File: src/rtl/memop_alloc_pkg.sv
package memop_alloc_pkg;

  localparam int NPORT = 3;

  typedef enum logic [1:0] {
    PORT_G0 = 2'd0,
    PORT_G1 = 2'd1,
    PORT_S  = 2'd2
  } port_e;

  // Resources still free while walking the window oldest to youngest.
  typedef struct packed {
    logic [NPORT-1:0] used;
    logic [1:0]       ld_free;
    logic             st_free;
  } place_t;

endpackage

File: src/rtl/memop_rst_sync.sv
module memop_rst_sync (
  input  logic clk_i,
  input  logic rst_ni,
  output logic rst_no
);

  logic [1:0] sync_d;
  logic [1:0] sync_q;

  always_comb begin
    sync_d = {sync_q[0], 1'b1};
  end

  always_ff @(posedge clk_i or negedge rst_ni) begin
    if (!rst_ni) begin
      sync_q <= 2'b00;
    end else begin
      sync_q <= sync_d;
    end
  end

  assign rst_no = sync_q[1];

endmodule

File: src/rtl/memop_lane_hold.sv
module memop_lane_hold (
  input  logic       clk_i,
  input  logic       rst_ni,
  input  logic       en_i,
  input  logic [1:0] wide_ld_i,
  input  logic       wide_st_i,
  output logic [1:0] held_ld_o,
  output logic       held_st_o
);

  logic [1:0] ld_d;
  logic [1:0] ld_q;
  logic       st_d;
  logic       st_q;

  // A wide access keeps its lane for exactly one more cycle.
  always_comb begin
    ld_d = en_i ? wide_ld_i : 2'd0;
    st_d = en_i & wide_st_i;
  end

  always_ff @(posedge clk_i or negedge rst_ni) begin
    if (!rst_ni) begin
      ld_q <= 2'd0;
      st_q <= 1'b0;
    end else begin
      ld_q <= ld_d;
      st_q <= st_d;
    end
  end

  assign held_ld_o = ld_q;
  assign held_st_o = st_q;

endmodule

File: src/rtl/memop_slot_place.sv
module memop_slot_place
  import memop_alloc_pkg::*;
#(
  parameter bit DED_STORE = 1'b0
) (
  input  place_t           st_i,
  input  logic             prev_ok_i,
  input  logic             vld_i,
  input  logic             store_i,
  input  logic             idx_i,
  input  logic [NPORT-1:0] rdy_i,
  output logic             grant_o,
  output port_e            port_o,
  output place_t           st_o
);

  logic gen0_free;
  logic gen1_free;
  logic st_port_ok;
  logic can_place;

  always_comb begin
    gen0_free  = rdy_i[0] & ~st_i.used[0];
    gen1_free  = rdy_i[1] & ~st_i.used[1];
    st_port_ok = DED_STORE & rdy_i[2] & ~st_i.used[2] & ~idx_i;

    can_place = 1'b0;
    port_o    = PORT_G0;
    if (store_i) begin
      if (st_port_ok) begin
        can_place = st_i.st_free;
        port_o    = PORT_S;
      end else if (gen0_free) begin
        can_place = st_i.st_free;
        port_o    = PORT_G0;
      end else if (gen1_free) begin
        can_place = st_i.st_free;
        port_o    = PORT_G1;
      end
    end else if (st_i.ld_free != 2'd0) begin
      if (gen0_free) begin
        can_place = 1'b1;
        port_o    = PORT_G0;
      end else if (gen1_free) begin
        can_place = 1'b1;
        port_o    = PORT_G1;
      end
    end

    grant_o = prev_ok_i & vld_i & can_place;

    st_o = st_i;
    if (grant_o) begin
      st_o.used[port_o] = 1'b1;
      if (store_i) begin
        st_o.st_free = 1'b0;
      end else begin
        st_o.ld_free = st_i.ld_free - 2'd1;
      end
    end
  end

endmodule

File: src/rtl/memop_port_alloc.sv
module memop_port_alloc
  import memop_alloc_pkg::*;
#(
  parameter int WIN       = 4,
  parameter int TAGW      = 6,
  parameter bit DED_STORE = 1'b0
) (
  input  logic                       clk_i,
  input  logic                       rst_ni,
  input  logic [WIN-1:0]             slot_vld_i,
  input  logic [WIN-1:0]             slot_store_i,
  input  logic [WIN-1:0]             slot_idx_i,
  input  logic [WIN-1:0]             slot_wide_i,
  input  logic [WIN*TAGW-1:0]        slot_tag_i,
  input  logic [NPORT-1:0]           port_rdy_i,
  output logic [NPORT-1:0]           port_vld_o,
  output logic [NPORT-1:0]           port_store_o,
  output logic [NPORT-1:0]           port_idx_o,
  output logic [NPORT-1:0]           port_wide_o,
  output logic [NPORT*TAGW-1:0]      port_tag_o,
  output logic [$clog2(WIN+1)-1:0]   pop_o,
  output logic [1:0]                 issued_ld_o,
  output logic [1:0]                 issued_st_o
);

  localparam int POPW = $clog2(WIN+1);

  logic       active;
  logic [1:0] held_ld;
  logic       held_st;
  logic [1:0] wide_ld;
  logic       wide_st;
  place_t     seed;
  place_t     after [WIN];
  logic [WIN-1:0] grant;
  port_e      slot_port [WIN];

  memop_rst_sync u_rst_sync (
    .clk_i  (clk_i),
    .rst_ni (rst_ni),
    .rst_no (active)
  );

  memop_lane_hold u_lane_hold (
    .clk_i     (clk_i),
    .rst_ni    (active),
    .en_i      (!DED_STORE),
    .wide_ld_i (wide_ld),
    .wide_st_i (wide_st),
    .held_ld_o (held_ld),
    .held_st_o (held_st)
  );

  always_comb begin
    seed.used    = '0;
    seed.ld_free = DED_STORE ? 2'd2 : 2'd2 - held_ld;
    seed.st_free = DED_STORE ? 1'b1 : ~held_st;
  end

  for (genvar i = 0; i < WIN; i++) begin : g_slot
    if (i == 0) begin : g_head
      memop_slot_place #(.DED_STORE(DED_STORE)) u_place (
        .st_i      (seed),
        .prev_ok_i (active),
        .vld_i     (slot_vld_i[i]),
        .store_i   (slot_store_i[i]),
        .idx_i     (slot_idx_i[i]),
        .rdy_i     (port_rdy_i),
        .grant_o   (grant[i]),
        .port_o    (slot_port[i]),
        .st_o      (after[i])
      );
    end else begin : g_tail
      memop_slot_place #(.DED_STORE(DED_STORE)) u_place (
        .st_i      (after[i-1]),
        .prev_ok_i (grant[i-1]),
        .vld_i     (slot_vld_i[i]),
        .store_i   (slot_store_i[i]),
        .idx_i     (slot_idx_i[i]),
        .rdy_i     (port_rdy_i),
        .grant_o   (grant[i]),
        .port_o    (slot_port[i]),
        .st_o      (after[i])
      );
    end
  end

  // Route each granted slot onto the port it claimed.
  always_comb begin
    port_vld_o   = '0;
    port_store_o = '0;
    port_idx_o   = '0;
    port_wide_o  = '0;
    port_tag_o   = '0;
    for (int i = 0; i < WIN; i++) begin
      if (grant[i]) begin
        port_vld_o[slot_port[i]]   = 1'b1;
        port_store_o[slot_port[i]] = slot_store_i[i];
        port_idx_o[slot_port[i]]   = slot_idx_i[i];
        port_wide_o[slot_port[i]]  = slot_wide_i[i];
        port_tag_o[int'(slot_port[i])*TAGW +: TAGW] = slot_tag_i[i*TAGW +: TAGW];
      end
    end
  end

  always_comb begin
    wide_ld = 2'd0;
    wide_st = 1'b0;
    for (int i = 0; i < WIN; i++) begin
      if (grant[i] && slot_wide_i[i]) begin
        if (slot_store_i[i]) begin
          wide_st = 1'b1;
        end else begin
          wide_ld = wide_ld + 2'd1;
        end
      end
    end
  end

  // Counts fall out of the resources consumed along the chain.
  always_comb begin
    pop_o       = POPW'($countones(after[WIN-1].used));
    issued_ld_o = seed.ld_free - after[WIN-1].ld_free;
    issued_st_o = {1'b0, seed.st_free & ~after[WIN-1].st_free};
  end

endmodule

File: config.mk
export PLATFORM = sky130hd
export DESIGN_NAME = memop_port_alloc
export DESIGN_NICKNAME = d
export VERILOG_FILES = /design/src/rtl/memop_alloc_pkg.sv /design/src/rtl/memop_rst_sync.sv /design/src/rtl/memop_lane_hold.sv /design/src/rtl/memop_slot_place.sv /design/src/rtl/memop_port_alloc.sv
export SDC_FILE = /design/constraint.sdc
export NUM_CORES = 1
export LEC_CHECK = 0
export BUFFER_PORTS_ARGS = -buffer_cell sky130_fd_sc_hd__buf_2
export CORE_ASPECT_RATIO = 1.4
export CORE_MARGIN = 2
export CORE_UTILIZATION = 45
export DETAILED_ROUTE_END_ITERATION = 10
export PLACE_DENSITY = 0.69
export SLEW_MARGIN = 20
export SYNTH_ARGS = -nofsm -noshare
export SYNTH_HDL_FRONTEND = slang
export SYNTH_HIERARCHICAL = 1
export SYNTH_SLANG_ARGS = --single-unit
File: constraint.sdc
create_clock -name clk_i -period 11.14 [get_ports clk_i]
set_input_delay 2.785 -clock clk_i [delete_from_list [all_inputs] [get_ports clk_i]]
set_output_delay 2.785 -clock clk_i [all_outputs]
set_load 0.005 [all_outputs]
== Word level (Yosys, flattened, before mapping) ==
Index checks and enable logic that the tools add are counted.
Operators by class
  $add $sub $neg: 15
  multiply operators: 4
  magnitude comparators: 8
  shift-type cells: 8
  muxes and demuxes: 108
  bitwise operators: 33
  reductions and logical operators: 12
Operator list (number)
  $neg A5 Y33: 4
  $shift A6 B33 Y18 const A: 4
  $shiftx A6 B33 Y18: 4
  $mux W18: 4
  $bwmux W18: 3
  $mux W3: 16
  $mux W1: 46
  $mux W2: 22
  $bwmux W3: 9
  $mux W6: 4
  $and A18 B18 Y18: 1
  $or A3 B3 Y3: 6
  $mul A2 B2 Y4 const B: 4
  $and A1 B1 Y1: 15
  $lt A2 B3 Y1 const B: 4
  $and A3 B3 Y3: 3
  $demux W1 S2: 4
  $ge A2 B1 Y1 const B: 4
  $logic_and A1 B1 Y1: 8
  $not A1 Y1: 8
  $reduce_bool A2 Y1: 4
  $sub A2 B1 Y2 const B: 4
  $add A2 B1 Y2 const B: 3
  $add A2 B1 Y3: 1
  3 further kinds: 3
Word-level totals
  register bits after elaboration: 5
  input bits: 45
  output and inout port bits: 37
  word-level logic and storage cells: 191

== Logic depth before layout (Yosys ltp) ==
Gate-level depths: netlist of run 1.
  depth after elaboration: 47
  depth in mapped cells: 28
  mapped depth without buffers: 26

== Cells and area by module ==
Netlist of run 1, hierarchy kept.
Modules (own cells, without submodules)
  memop_port_alloc: times used 1, cells each 352, area an instance 2549.9 µm², seq. area each 0.0 µm²
  memop_slot_place: times used 4, cells each 24, area an instance 187.7 µm², seq. area each 0.0 µm²
  memop_lane_hold: times used 1, cells each 6, area an instance 93.8 µm², seq. area each 75.1 µm²
  memop_rst_sync: times used 1, cells each 3, area an instance 53.8 µm², seq. area each 50.0 µm²

== Least setup slack after synthesis of run 1 ==
OpenSTA, ideal clock, no wires.
  path kind: input-to-output
  start: input port port_rdy_i[0]
  end: output port port_tag_o[4]
  data arrival time: 7041 ps
  data required time: 8355 ps
  slack: 1314 ps
  stages: 24
  buffers on the path: 1
  path through: nor2b_4 -> o2111ai_2 -> xnor2_1 -> inv_1 -> ha_1 -> nor2_1 -> o2111ai_2 -> xnor2_1 -> inv_1 -> ha_1 -> nor2_1 -> o2111ai_2 -> xnor2_1 -> inv_1 -> ha_1 -> nor2b_1 -> nor3b_2 -> buf_2 -> inv_1 -> ha_1 -> nor2b_1 -> a22oi_1 -> or4_1 -> o31ai_1
RTL lines
  from (decl): line memop_port_alloc.sv:15  | input logic [NPORT-1:0] port_rdy_i,
  to (decl): line memop_port_alloc.sv:20  | output logic [NPORT*TAGW-1:0] port_tag_o,

==> results.txt, run 1 <==
----------------------------------------------------
[Timing]
  Max Freq ... 94.5 MHz
  Total Neg Setup Slack ... 0 ps
  Unrepaired setup endpoints after global routing ... no
  Total setup violations reported at the end of the flow ... 0
  Setup slack of the critical path after layout ... 554 ps
  Fraction of the cycle the final worst path needs ... 95.0%
  Time the worst path needs with I/O delays and setup ... 10590 ps
  Final number of hold-violating endpoints ... 0
  Least-Margin Pin Slew ... 849 ps
  Min Hold Slack ... 91.9 ps
  Worst slew margin relative to its limit ... 43.0%
  Final-report max-slew violation count ... 0
  Skew final ... 0.0929 ps

[Logic synthesis]
  Cell type with the highest aggregate area in the netlist ... sky130_fd_sc_hd__ha_1
  FF+latch count, synth ... 5
  Number of different library cells in the post-synthesis netlist ... 85
  Top_reg_cell synth ... sky130_fd_sc_hd__dfrtp_1
  Post-synthesis sequential area ratio ... 3.63%
  Number of flops mapped to enable cells by yosys ... 0
  Synthesis Warnings ... 6
  Leading post-synthesis cells by cell area ... sky130_fd_sc_hd__ha_1 11%, sky130_fd_sc_hd__nand3_1 4.2%, sky130_fd_sc_hd__dfrtp_1 3.6%
  Number of instances in the synthesized netlist ... 457
  Post-Syn Area per Cell ... 7.55 um^2
  Yosys top cell area share ... 10.5%
  Area of the mapped netlist ... 3450 um^2
  Proportion of register bits with asynchronous set or reset after synthesis ... 100%
  Cell with the most instances after synthesis ... sky130_fd_sc_hd__nand2_1
  Most frequent cells after synthesis ... 33 x sky130_fd_sc_hd__nand2_1, 30 x sky130_fd_sc_hd__nor2_1, 29 x sky130_fd_sc_hd__ha_1, 29 x sky130_fd_sc_hd__nand3_1, 22 x sky130_fd_sc_hd__inv_1

[Worst setup path]
  Worst reg2reg startpoint ... u_lane_hold/held_ld_o[0]
  Worst-path fanout max ... 14
  Crit path largest cell delay ... 490 ps
  Required arrival time at the worst endpoint ... 8360 ps
  Critical path arrival ... 7800 ps
  Slowest stage cell on the critical path ... sky130_fd_sc_hd__ha_2
  Worst Setup Path Type ... in -> out
  Critical path's most frequent cell ... sky130_fd_sc_hd__inv_1
  Critical Path Source ... port_rdy_i[0]
  Type of origin of the critical path ... input pin
  Logic depth of the worst register-to-register path ... 26
  Element type at the critical path end ... output pin

[Clock network]
  Number of buffers inserted by hold repair at cts ... 0
  Maximum level of the CTS H-tree ... 1
  Count of buffers added by post-CTS timing repair for setup ... 0
  Clock buffer count from CTS ... 3
  Maximum root-to-sink buffer count ... 2
  CTS tree ... built
  Clock-pin slew reported for the worst setup and hold paths after clock tree synthesis ... 30 ps
  Count of clock tree sinks ... 5
  Post_cts resized ... 0
  CTS root buf ... sky130_fd_sc_hd__clkbuf_8
  Clock Latency Late Sink ... 220 ps

[Global route]
  Global route overflow ... 0
  Vias in the first global route ... 3528
  Initial antenna violation count ... 0
  Maximum number of pins on one net before global-route repair ... 26
  GRT Resource Usage Total ... 23.9%
  Global-route wire length before repair ... 16500 um

[Detailed routing]
  Number of optimization iterations in the first detailed-route pass ... 5
  Violation count after the first detailed-route iteration ... 270
  Routed length per instance ... 16.7 um
  Via count of the routed design ... 3666
  Overall routed net length ... 10100 um
  Total DRC errors in the routed layout ... 0
  Average via count per standard cell ... 6.04
  Antenna-violating nets left ... 0

[Run status]
  Run status ... finished clean

[Place]
  Detailed Place HPWL ... 8330 um
  PortBufs ... 68
  Final Wtd Congestion ... 0.947
  Pre-CTS setup slack ... 375 ps

[Die]
  Number of I/O pins ... 82
  Die height ... 108 um
  Initial Util ... 46.6%
  # rows ... 37
  Floorplan die area ... 8390 um^2
  Core outline area ... 7410 um^2
  Die extent in x ... 78.0 um

[Final layout]
  Diodes inserted ... 0
  Core Util, Final ... 51.3%
  Number of nets at the end of the flow ... 586
  Area Overhead vs Synth ... 10.2%
  Layout cells sized above 1 ... 23.3%
  Filler Cell Count ... 776

[Power and ir drop]
  Pwr Density ... 39.5 nW/um^2
  Total power ... 0.000150 W
  Leakage component of the power ... 1.64 nW
  Largest voltage drop on the vdd net ... 0.0000537 V

[Run]
  Max-cap violation count ... 0

[Min path]
  Kind of path behind the tightest hold check ... reg -> async

----------------------------------------------------
## metal layers
layer,GRT usage (%),vias up,routed length (um)
li1,-,1807,-
met1,29.2,1717,4190
met2,44.2,118,5150
met3,1.01,24,481
met4,8.65,0,316
met5,0,-,0
## cells in the final DEF, fill, tap and decap left out, drive strengths merged, types with 10 or more instances in the layout
cell type	synthesis	final
buf	28	76
nand2	33	33
nor2	30	30
nand3	29	29
ha	29	29
inv	23	23
nor2b	19	19
and2	16	16
a21oi	15	15
conb	7	15
nand4	12	12
mux2i	12	12
mux2	12	12
o211ai	11	11
nand3b	10	10
## worst paths after layout
kind | to | slack [ps]
worst min register to register | u_lane_hold/held_ld_o[0] | 90
worst max register to register | u_lane_hold/held_ld_o[1] | 5720
min in group clk_i | u_rst_sync/sync_q[1] | 350
worst max-delay path | port_tag_o[4] | 550
worst min-delay path | u_lane_hold/held_ld_o[0] | 90
max in group asynchronous | u_rst_sync/sync_q[1] | 8700
## state kept, by name, summed over array words and instances (netlist names)
register,count
u_lane_hold/held_ld_o,2
u_rst_sync/sync_q,2
u_lane_hold/held_st_o,1
## worst max-delay path, delay by kind of cell
kind | cells | cell delay [ps]
and+or+nand+nor | 7 | 1640
xor gates and xnor gates | 3 | 790
buffers and inverters | 6 | 710
AOI/OAI and AO/OA | 5 | 740
adders and majority gates | 4 | 1120
## area by class of cell
type | instances | area (um^2) | area share [%]
multi-input combinational | 402 | 3020 | 79.5
timing repair buffer | 76 | 400 | 10.5
sequential | 5 | 125 | 3.29
tap | 97 | 121 | 3.19
inverter | 23 | 86.3 | 2.27
clock buffer | 4 | 45.0 | 1.19
## where the power goes
group / switching (W) / internal, W
combinational: 0.0000583 / 0.0000396
sequential: 0.000000528 / 0.0000187
clock: 0.00000851 / 0.0000245
## kinds of logic after synthesis
logic type / Yosys count / share of synthesized area [%]
AO/OA/AOI/OAI: 118 / 27.0
XOR/XNOR: 12 / 3.05
adder cells (fa/ha/maj): 31 / 11.4
buffers and inverters: 58 / 9.76
flip-flops: 5 / 3.63
multiplexers: 24 / 7.40
other: 7 / 0.762
AND/OR/NAND/NOR: 202 / 37.0
## stage by stage
| step | instance area [um^2] | cells |
|---|---|---|
| floorplan | 3480 | 465 |
| global placement | 3750 | 603 |
| detailed placement | 3750 | 603 |
| CTS | 3790 | 607 |
| global route | 3800 | 607 |
| finish | 3800 | 607 |
(Power assumes the default switching activity.)
==> inputs of run 2 (changes only) <==
CELL_PAD_IN_SITES_DETAIL_PLACEMENT = 0   (was unset)
CELL_PAD_IN_SITES_GLOBAL_PLACEMENT = 1   (was unset)
CORE_UTILIZATION = 40   (was 45)
PLACE_DENSITY = unset   (was 0.69)
PLACE_DENSITY_LB_ADDON = 0.1   (was unset)
==> run 2 against run 1 <==
Against the previous run:
- via count shrank 1.3%
- critical path depth grew 1
- maximum frequency is essentially flat
- die area grew 12%
- count of clock-buffer cells in the layout is the same
- sequential cell count is the same
- core utilization shrank 5.8 points
- hold slack gained 5.0 ps
==> results.txt, run 2 (synthesized netlist as in run 1, its figures left out) <==
----------------------------------------------------
[Detailed routing]
  Antenna-violating nets left ... 0
  Overall routed net length ... 11300 um
  Number of optimization iterations in the first detailed-route pass ... 5
  Routed length per instance ... 18.3 um
  Total DRC errors in the routed layout ... 0
  Violation count after the first detailed-route iteration ... 181
  Average via count per standard cell ... 5.87
  Via count of the routed design ... 3618

[Run]
  Max-cap violation count ... 0

[Power and ir drop]
  Relative contribution of combinational cells to total power ... 56.1%
  Internal Power ... 0.000106 W
  Net switching fraction of the power ... 39.9%
  Proportion of power drawn by the clock network ... 32.9%
  Part of the total power dissipated in sequential elements ... 11.0%
  Net switching power figure ... 0.0000702 W
  Largest voltage drop on the vdd net ... 0.000105 V
  Leakage component of the power ... 1.66 nW
  Pwr Density ... 45.7 nW/um^2

[Worst setup path]
  Logic depth of the worst register-to-register path ... 26
  Required arrival time at the worst endpoint ... 8360 ps
  Element type at the critical path end ... output pin
  Type of origin of the critical path ... input pin
  Worst Setup Path Type ... in -> out
  Worst reg2reg startpoint ... u_lane_hold/held_ld_o[0]
  Critical path arrival ... 7790 ps
  Worst-path fanout max ... 14
  Capture instance of the worst register-to-register path ... u_lane_hold/held_ld_o[1]
  Flop2flop setup slack ... 5890 ps

[Die]
  Floorplan die area ... 9390 um^2
  Core outline area ... 8460 um^2
  Number of I/O pins ... 82
  # rows ... 40
  Die height ... 114 um
  Initial Util ... 40.8%
  Die extent in x ... 82.5 um

[Timing]
  Total Neg Setup Slack ... 0 ps
  Worst slew margin relative to its limit ... 45.2%
  Skew final ... 0.837 ps
  Final-report max-slew violation count ... 0
  Least-Margin Pin Slew ... 816 ps
  Total setup violations reported at the end of the flow ... 0
  Max Freq ... 94.5 MHz
  Unrepaired setup endpoints after global routing ... no
  Fraction of the cycle the final worst path needs ... 95.0%
  Final number of hold-violating endpoints ... 0
  Time the worst path needs with I/O delays and setup ... 10580 ps

[Place]
  PortBufs ... 68
  Final Wtd Congestion ... 0.851
  Detailed Place HPWL ... 9220 um
  Placed Cells ... 612

[Final layout]
  Filler Cell Count ... 921
  Most frequent cells in the layout ... 68 x sky130_fd_sc_hd__buf_2, 33 x sky130_fd_sc_hd__nand2_1, 30 x sky130_fd_sc_hd__nor2_1
  Number of non-filler instances in the completed layout ... 616
  Most common cell after layout, fill and taps aside ... sky130_fd_sc_hd__buf_2
  Layout cells sized above 1 ... 23.1%
  Core Util, Final ... 45.5%
  Area Overhead vs Synth ... 11.5%
  Area taken by flip-flops and latches ... 125 um^2
  Diodes inserted ... 0
  Multi-input gate area in the final layout ... 3020 um^2
  Number of nets at the end of the flow ... 587

[Clock network]
  Clock Latency Late Sink ... 220 ps
  Number of buffers inserted by hold repair at cts ... 0
  Maximum level of the CTS H-tree ... 1
  Clock buffer count from CTS ... 3
  CTS tree ... built
  Count of buffers added by post-CTS timing repair for setup ... 0
  Maximum root-to-sink buffer count ... 2
  Count of clock tree sinks ... 5
  Post_cts resized ... 0
  CTS root buf ... sky130_fd_sc_hd__clkbuf_16
  Clock-pin slew reported for the worst setup and hold paths after clock tree synthesis ... 30 ps

[Global route]
  Initial antenna violation count ... 0
  GRT Resource Usage Total ... 23.6%
  Maximum number of pins on one net before global-route repair ... 26
  Global-route wire length before repair ... 17400 um
  Global route overflow ... 0
  Vias in the first global route ... 3479

[Min path]
  Kind of path behind the tightest hold check ... reg -> async

[Run status]
  Run status ... finished clean

----------------------------------------------------
-- run 2: area by class of cell --
cell class,count,area share (%)
repair buffers,77,10.6
well taps,105,3.42
inverters,23,2.24
multi-input cells,402,78.4
flip-flops and latches,5,3.25
clock buffers,4,2.05
-- run 2: worst max path at each step --
stage / startpoint / end / slack, ps / cells past startpoint
after floorplan: port_rdy_i[0] / port_tag_o[4] / 1310 / 24
after global routing: port_rdy_i[0] / port_tag_o[4] / 150 / 26
after CTS: port_rdy_i[0] / port_tag_o[4] / 560 / 26
after global placement: port_rdy_i[0] / port_tag_o[4] / 660 / 26
final: port_rdy_i[0] / port_tag_o[4] / 560 / 26
after detailed placement: port_rdy_i[0] / port_tag_o[4] / 570 / 26
-- run 2: power groups by stage --
stage	registers (W)	clock network, W	logic [W]
2_1_floorplan	0.0000193	0	0.0000721
3_3_place_gp	0.0000195	0	0.0000950
3_5_place_dp	0.0000195	0	0.0000959
4_1_cts	0.0000193	0.0000588	0.0000963
5_1_grt	0.0000194	0.0000606	0.000109
6_report	0.0000193	0.0000578	0.0000986
-- run 2: routing by layer --
layer	track usage [%]	up-vias	routed length, um
li1	-	1799	-
met1	27.5	1702	4680
met2	44.5	99	5880
met3	0.791	18	336
met4	7.78	0	382
met5	0	-	0
-- run 2: per-stage QoR --
step	cell area (um^2)	power, W	hold slack, ps	worst slack (ps)
final	3850	0.000176	96.9	561
after global routing	3850	0.000188	114	151
after CTS	3850	0.000174	94.6	556
after detailed placement	3770	0.000115	91.4	574
after global placement	3770	0.000114	92.2	656
after floorplan	3480	0.0000914	71.1	1310
-- run 2: critical path, cell delays in order --
cell and delay, ps:
sky130_fd_sc_hd__buf_2 170, sky130_fd_sc_hd__nor2b_4 200, sky130_fd_sc_hd__o2111ai_2 190, sky130_fd_sc_hd__xnor2_1 260
sky130_fd_sc_hd__inv_1 70, sky130_fd_sc_hd__ha_1 210, sky130_fd_sc_hd__nor2_1 190, sky130_fd_sc_hd__o2111ai_2 170
sky130_fd_sc_hd__xnor2_1 250, sky130_fd_sc_hd__inv_1 70, sky130_fd_sc_hd__ha_1 210, sky130_fd_sc_hd__nor2_1 190
sky130_fd_sc_hd__o2111ai_2 180, sky130_fd_sc_hd__xnor2_1 260, sky130_fd_sc_hd__inv_1 70, sky130_fd_sc_hd__ha_1 210
sky130_fd_sc_hd__nor2b_1 150, sky130_fd_sc_hd__nor3b_2 190, sky130_fd_sc_hd__inv_1 140, sky130_fd_sc_hd__ha_1 300
sky130_fd_sc_hd__buf_4 180, sky130_fd_sc_hd__nor2b_1 320, sky130_fd_sc_hd__a22oi_1 110, sky130_fd_sc_hd__or4_1 430
sky130_fd_sc_hd__o31ai_1 110, sky130_fd_sc_hd__buf_2 170
==> inputs of run 3 (changes only) <==
ABC_AREA = 1   (was unset)
CORE_UTILIZATION = 37   (was 40)
==> run 3 against run 2 <==
Against the previous run:
- area after synthesis is 7.3% higher
- total power up 13%
- clock power about the same
- routed wire length is 17% higher
- cell area up 8.7%
- sequential cell count unchanged
- combinational power increased by 23%
- via count up 33%
- hold slack worse by 32 ps
- count of clock-buffer cells in the layout unchanged
- critical path type unchanged
==> results.txt, run 3 <==
----------------------------------------------------
[Run status]
  Run status ... finished clean

[Timing]
  Skew final ... 1.12 ps
  Setup slack of the critical path after layout ... 727 ps
  Least-Margin Pin Slew ... 1050 ps
  Final number of hold-violating endpoints ... 0
  Time the worst path needs with I/O delays and setup ... 10410 ps
  Total Neg Setup Slack ... 0 ps
  Max Freq ... 96.0 MHz
  Total setup violations reported at the end of the flow ... 0
  Unrepaired setup endpoints after global routing ... no
  Fraction of the cycle the final worst path needs ... 93.5%
  Final-report max-slew violation count ... 0
  Worst slew margin relative to its limit ... 29.8%
  Min Hold Slack ... 64.8 ps

[Global route]
  Initial antenna violation count ... 0
  Global-route wire length before repair ... 20700 um
  Vias in the first global route ... 4426
  Maximum number of pins on one net before global-route repair ... 16
  Global route overflow ... 0
  GRT Resource Usage Total ... 24.2%

[Worst setup path]
  Worst Setup Path Type ... in -> out
  Critical path arrival ... 7630 ps
  Flop2flop setup slack ... 5860 ps
  Crit path largest cell delay ... 780 ps
  Element type at the critical path end ... output pin
  Logic depth of the worst register-to-register path ... 32
  Required arrival time at the worst endpoint ... 8360 ps
  Slowest stage cell on the critical path ... sky130_fd_sc_hd__nor2_1
  Worst-path fanout max ... 14
  Type of origin of the critical path ... input pin
  Critical path's most frequent cell ... sky130_fd_sc_hd__nand2_1

[Die]
  Core outline area ... 9850 um^2
  Die extent in x ... 88.5 um
  Floorplan die area ... 10800 um^2
  Initial Util ... 37.6%
  Number of I/O pins ... 82
  Die height ... 122 um
  # rows ... 43

[Place]
  Detailed Place HPWL ... 11200 um
  PortBufs ... 68
  Pre-CTS setup slack ... 615 ps
  Final Wtd Congestion ... 0.924

[Clock network]
  Clock-pin slew reported for the worst setup and hold paths after clock tree synthesis ... 30 ps
  Maximum level of the CTS H-tree ... 1
  Clock Latency Late Sink ... 220 ps
  Count of buffers added by post-CTS timing repair for setup ... 0
  Count of clock tree sinks ... 5
  Maximum root-to-sink buffer count ... 2
  Number of buffers inserted by hold repair at cts ... 0
  CTS root buf ... sky130_fd_sc_hd__clkbuf_16
  Clock buffer count from CTS ... 3
  CTS tree ... built

[Power and ir drop]
  Relative contribution of combinational cells to total power ... 61.0%
  Leakage component of the power ... 2.37 nW
  Pwr Density ... 47.4 nW/um^2
  Net switching fraction of the power ... 48.1%
  Net switching power figure ... 0.0000952 W
  Part of the total power dissipated in sequential elements ... 9.7%
  Proportion of power drawn by the clock network ... 29.3%
  Largest voltage drop on the vdd net ... 0.0000995 V
  Internal Power ... 0.000103 W

[Logic synthesis]
  Cell type with the highest aggregate area in the netlist ... sky130_fd_sc_hd__nand2_1
  Area of the mapped netlist ... 3700 um^2
  Leading post-synthesis cells by cell area ... sky130_fd_sc_hd__nand2_1 30%, sky130_fd_sc_hd__nand3_1 13%, sky130_fd_sc_hd__ha_1 9.8%
  Yosys top cell area share ... 29.7%
  Synthesis Warnings ... 6
  Top_reg_cell synth ... sky130_fd_sc_hd__dfrtp_1
  Post-synthesis sequential area ratio ... 3.38%
  Post-Syn Area per Cell ... 5.03 um^2
  FF+latch count, synth ... 5
  Number of instances in the synthesized netlist ... 735
  Number of flops mapped to enable cells by yosys ... 0
  Number of different library cells in the post-synthesis netlist ... 34
  Most frequent cells after synthesis ... 293 x sky130_fd_sc_hd__nand2_1, 94 x sky130_fd_sc_hd__nand3_1, 73 x sky130_fd_sc_hd__inv_1, 37 x sky130_fd_sc_hd__nor2_1, 29 x sky130_fd_sc_hd__ha_1
  Cell with the most instances after synthesis ... sky130_fd_sc_hd__nand2_1
  Proportion of register bits with asynchronous set or reset after synthesis ... 100%

[Final layout]
  Layout cells sized above 1 ... 15.9%
  Diodes inserted ... 0
  Number of nets at the end of the flow ... 867
  Most frequent cells in the layout ... 293 x sky130_fd_sc_hd__nand2_1, 94 x sky130_fd_sc_hd__nand3_1, 73 x sky130_fd_sc_hd__inv_1
  Area Overhead vs Synth ... 13.0%
  Most common cell after layout, fill and taps aside ... sky130_fd_sc_hd__nand2_1

[Detailed routing]
  Total DRC errors in the routed layout ... 0
  Routed length per instance ... 14.3 um
  Violation count after the first detailed-route iteration ... 406
  Overall routed net length ... 13300 um
  Average via count per standard cell ... 5.19
  Antenna-violating nets left ... 0
  Via count of the routed design ... 4807
  Number of optimization iterations in the first detailed-route pass ... 6

[Min path]
  Kind of path behind the tightest hold check ... reg -> async

[Run]
  Max-cap violation count ... 0

----------------------------------------------------
[run 3: changes by cell type after synthesis, sizes merged, moves of 12 or more]
cell | previous run | this run
nand2 | 33 | 306
inv | 23 | 91
nand3 | 29 | 94
o21ai | 7 | 42
nor2 | 30 | 51
nor2b | 19 | 0
and2 | 16 | 0
mux2 | 12 | 0
mux2i | 12 | 0
[run 3: final timing paths]
path | from | to
setup / recovery | port_rdy_i[0] | port_tag_o[7]
hold reg to reg | u_rst_sync/sync_q[1] | u_lane_hold/held_ld_o[1]
hold / removal | u_rst_sync/sync_q[1] | u_lane_hold/held_ld_o[1]
max in group asynchronous | rst_ni | u_rst_sync/sync_q[1]
min in group clk_i | u_rst_sync/sync_q[0] | u_rst_sync/sync_q[1]
setup reg to reg | u_lane_hold/held_ld_o[0] | u_lane_hold/held_ld_o[1]
[run 3: layer usage]
layer | vias up | global-route usage [%] | part of all wire (%)
met3 | 30 | 1.21 | 4.5
met2 | 169 | 44.8 | 52
met1 | 2142 | 28.6 | 39
met4 | 0 | 9.56 | 4.2
met5 | - | 0 | 0
li1 | 2466 | - | -
[run 3: final cells by class]
class / count / area, um^2
fill: 1149 / 5670
multi-input combinational: 616 / 3090
inverter: 96 / 362
timing repair buffer: 70 / 355
tap: 135 / 169
sequential: 5 / 125
clock buffer: 4 / 78.8
[run 3: per-stage QoR]
step,total power [W],cells,cell area [um^2],util [%]
after floorplan,0.000106,741,3720,-
after global placement,0.000136,922,4100,41.6
after detailed placement,0.000137,922,4100,41.6
after CTS,0.000196,926,4180,42.4
after global routing,0.000216,926,4180,42.5
final,0.000198,926,4180,42.5
[run 3: repair_timing]
item,4_1_cts,5_1_grt
resized for setup,0,1
setup endpoints to repair,0,2
endpoints found under the hold margin,0,0
[run 3: power groups by stage]
stage | sequential, W | combinational [W] | clock [W]
after floorplan | 0.0000192 | 0.0000868 | 0
after global placement | 0.0000194 | 0.000116 | 0
after detailed placement | 0.0000194 | 0.000117 | 0
after CTS | 0.0000193 | 0.000118 | 0.0000590
after global routing | 0.0000192 | 0.000137 | 0.0000604
final | 0.0000192 | 0.000121 | 0.0000581
[run 3: cell families after synthesis]
group,Yosys count,synth area share (%)
and+or+nand+nor,481,57.0
xor gates and xnor gates,3,0.710
DFF,5,3.38
buffers and inverters,120,13.8
adders and majority gates,30,10.3
other,7,0.710
AOI/OAI and AO/OA,89,14.1
[run 3: critical path: cells and delay by family]
kind | cells | cell delay [ps]
AND/OR/NAND/NOR | 21 | 2830
buffers and inverters | 9 | 980
adder cells (fa/ha/maj) | 2 | 650
AO/OA/AOI/OAI | 2 | 360
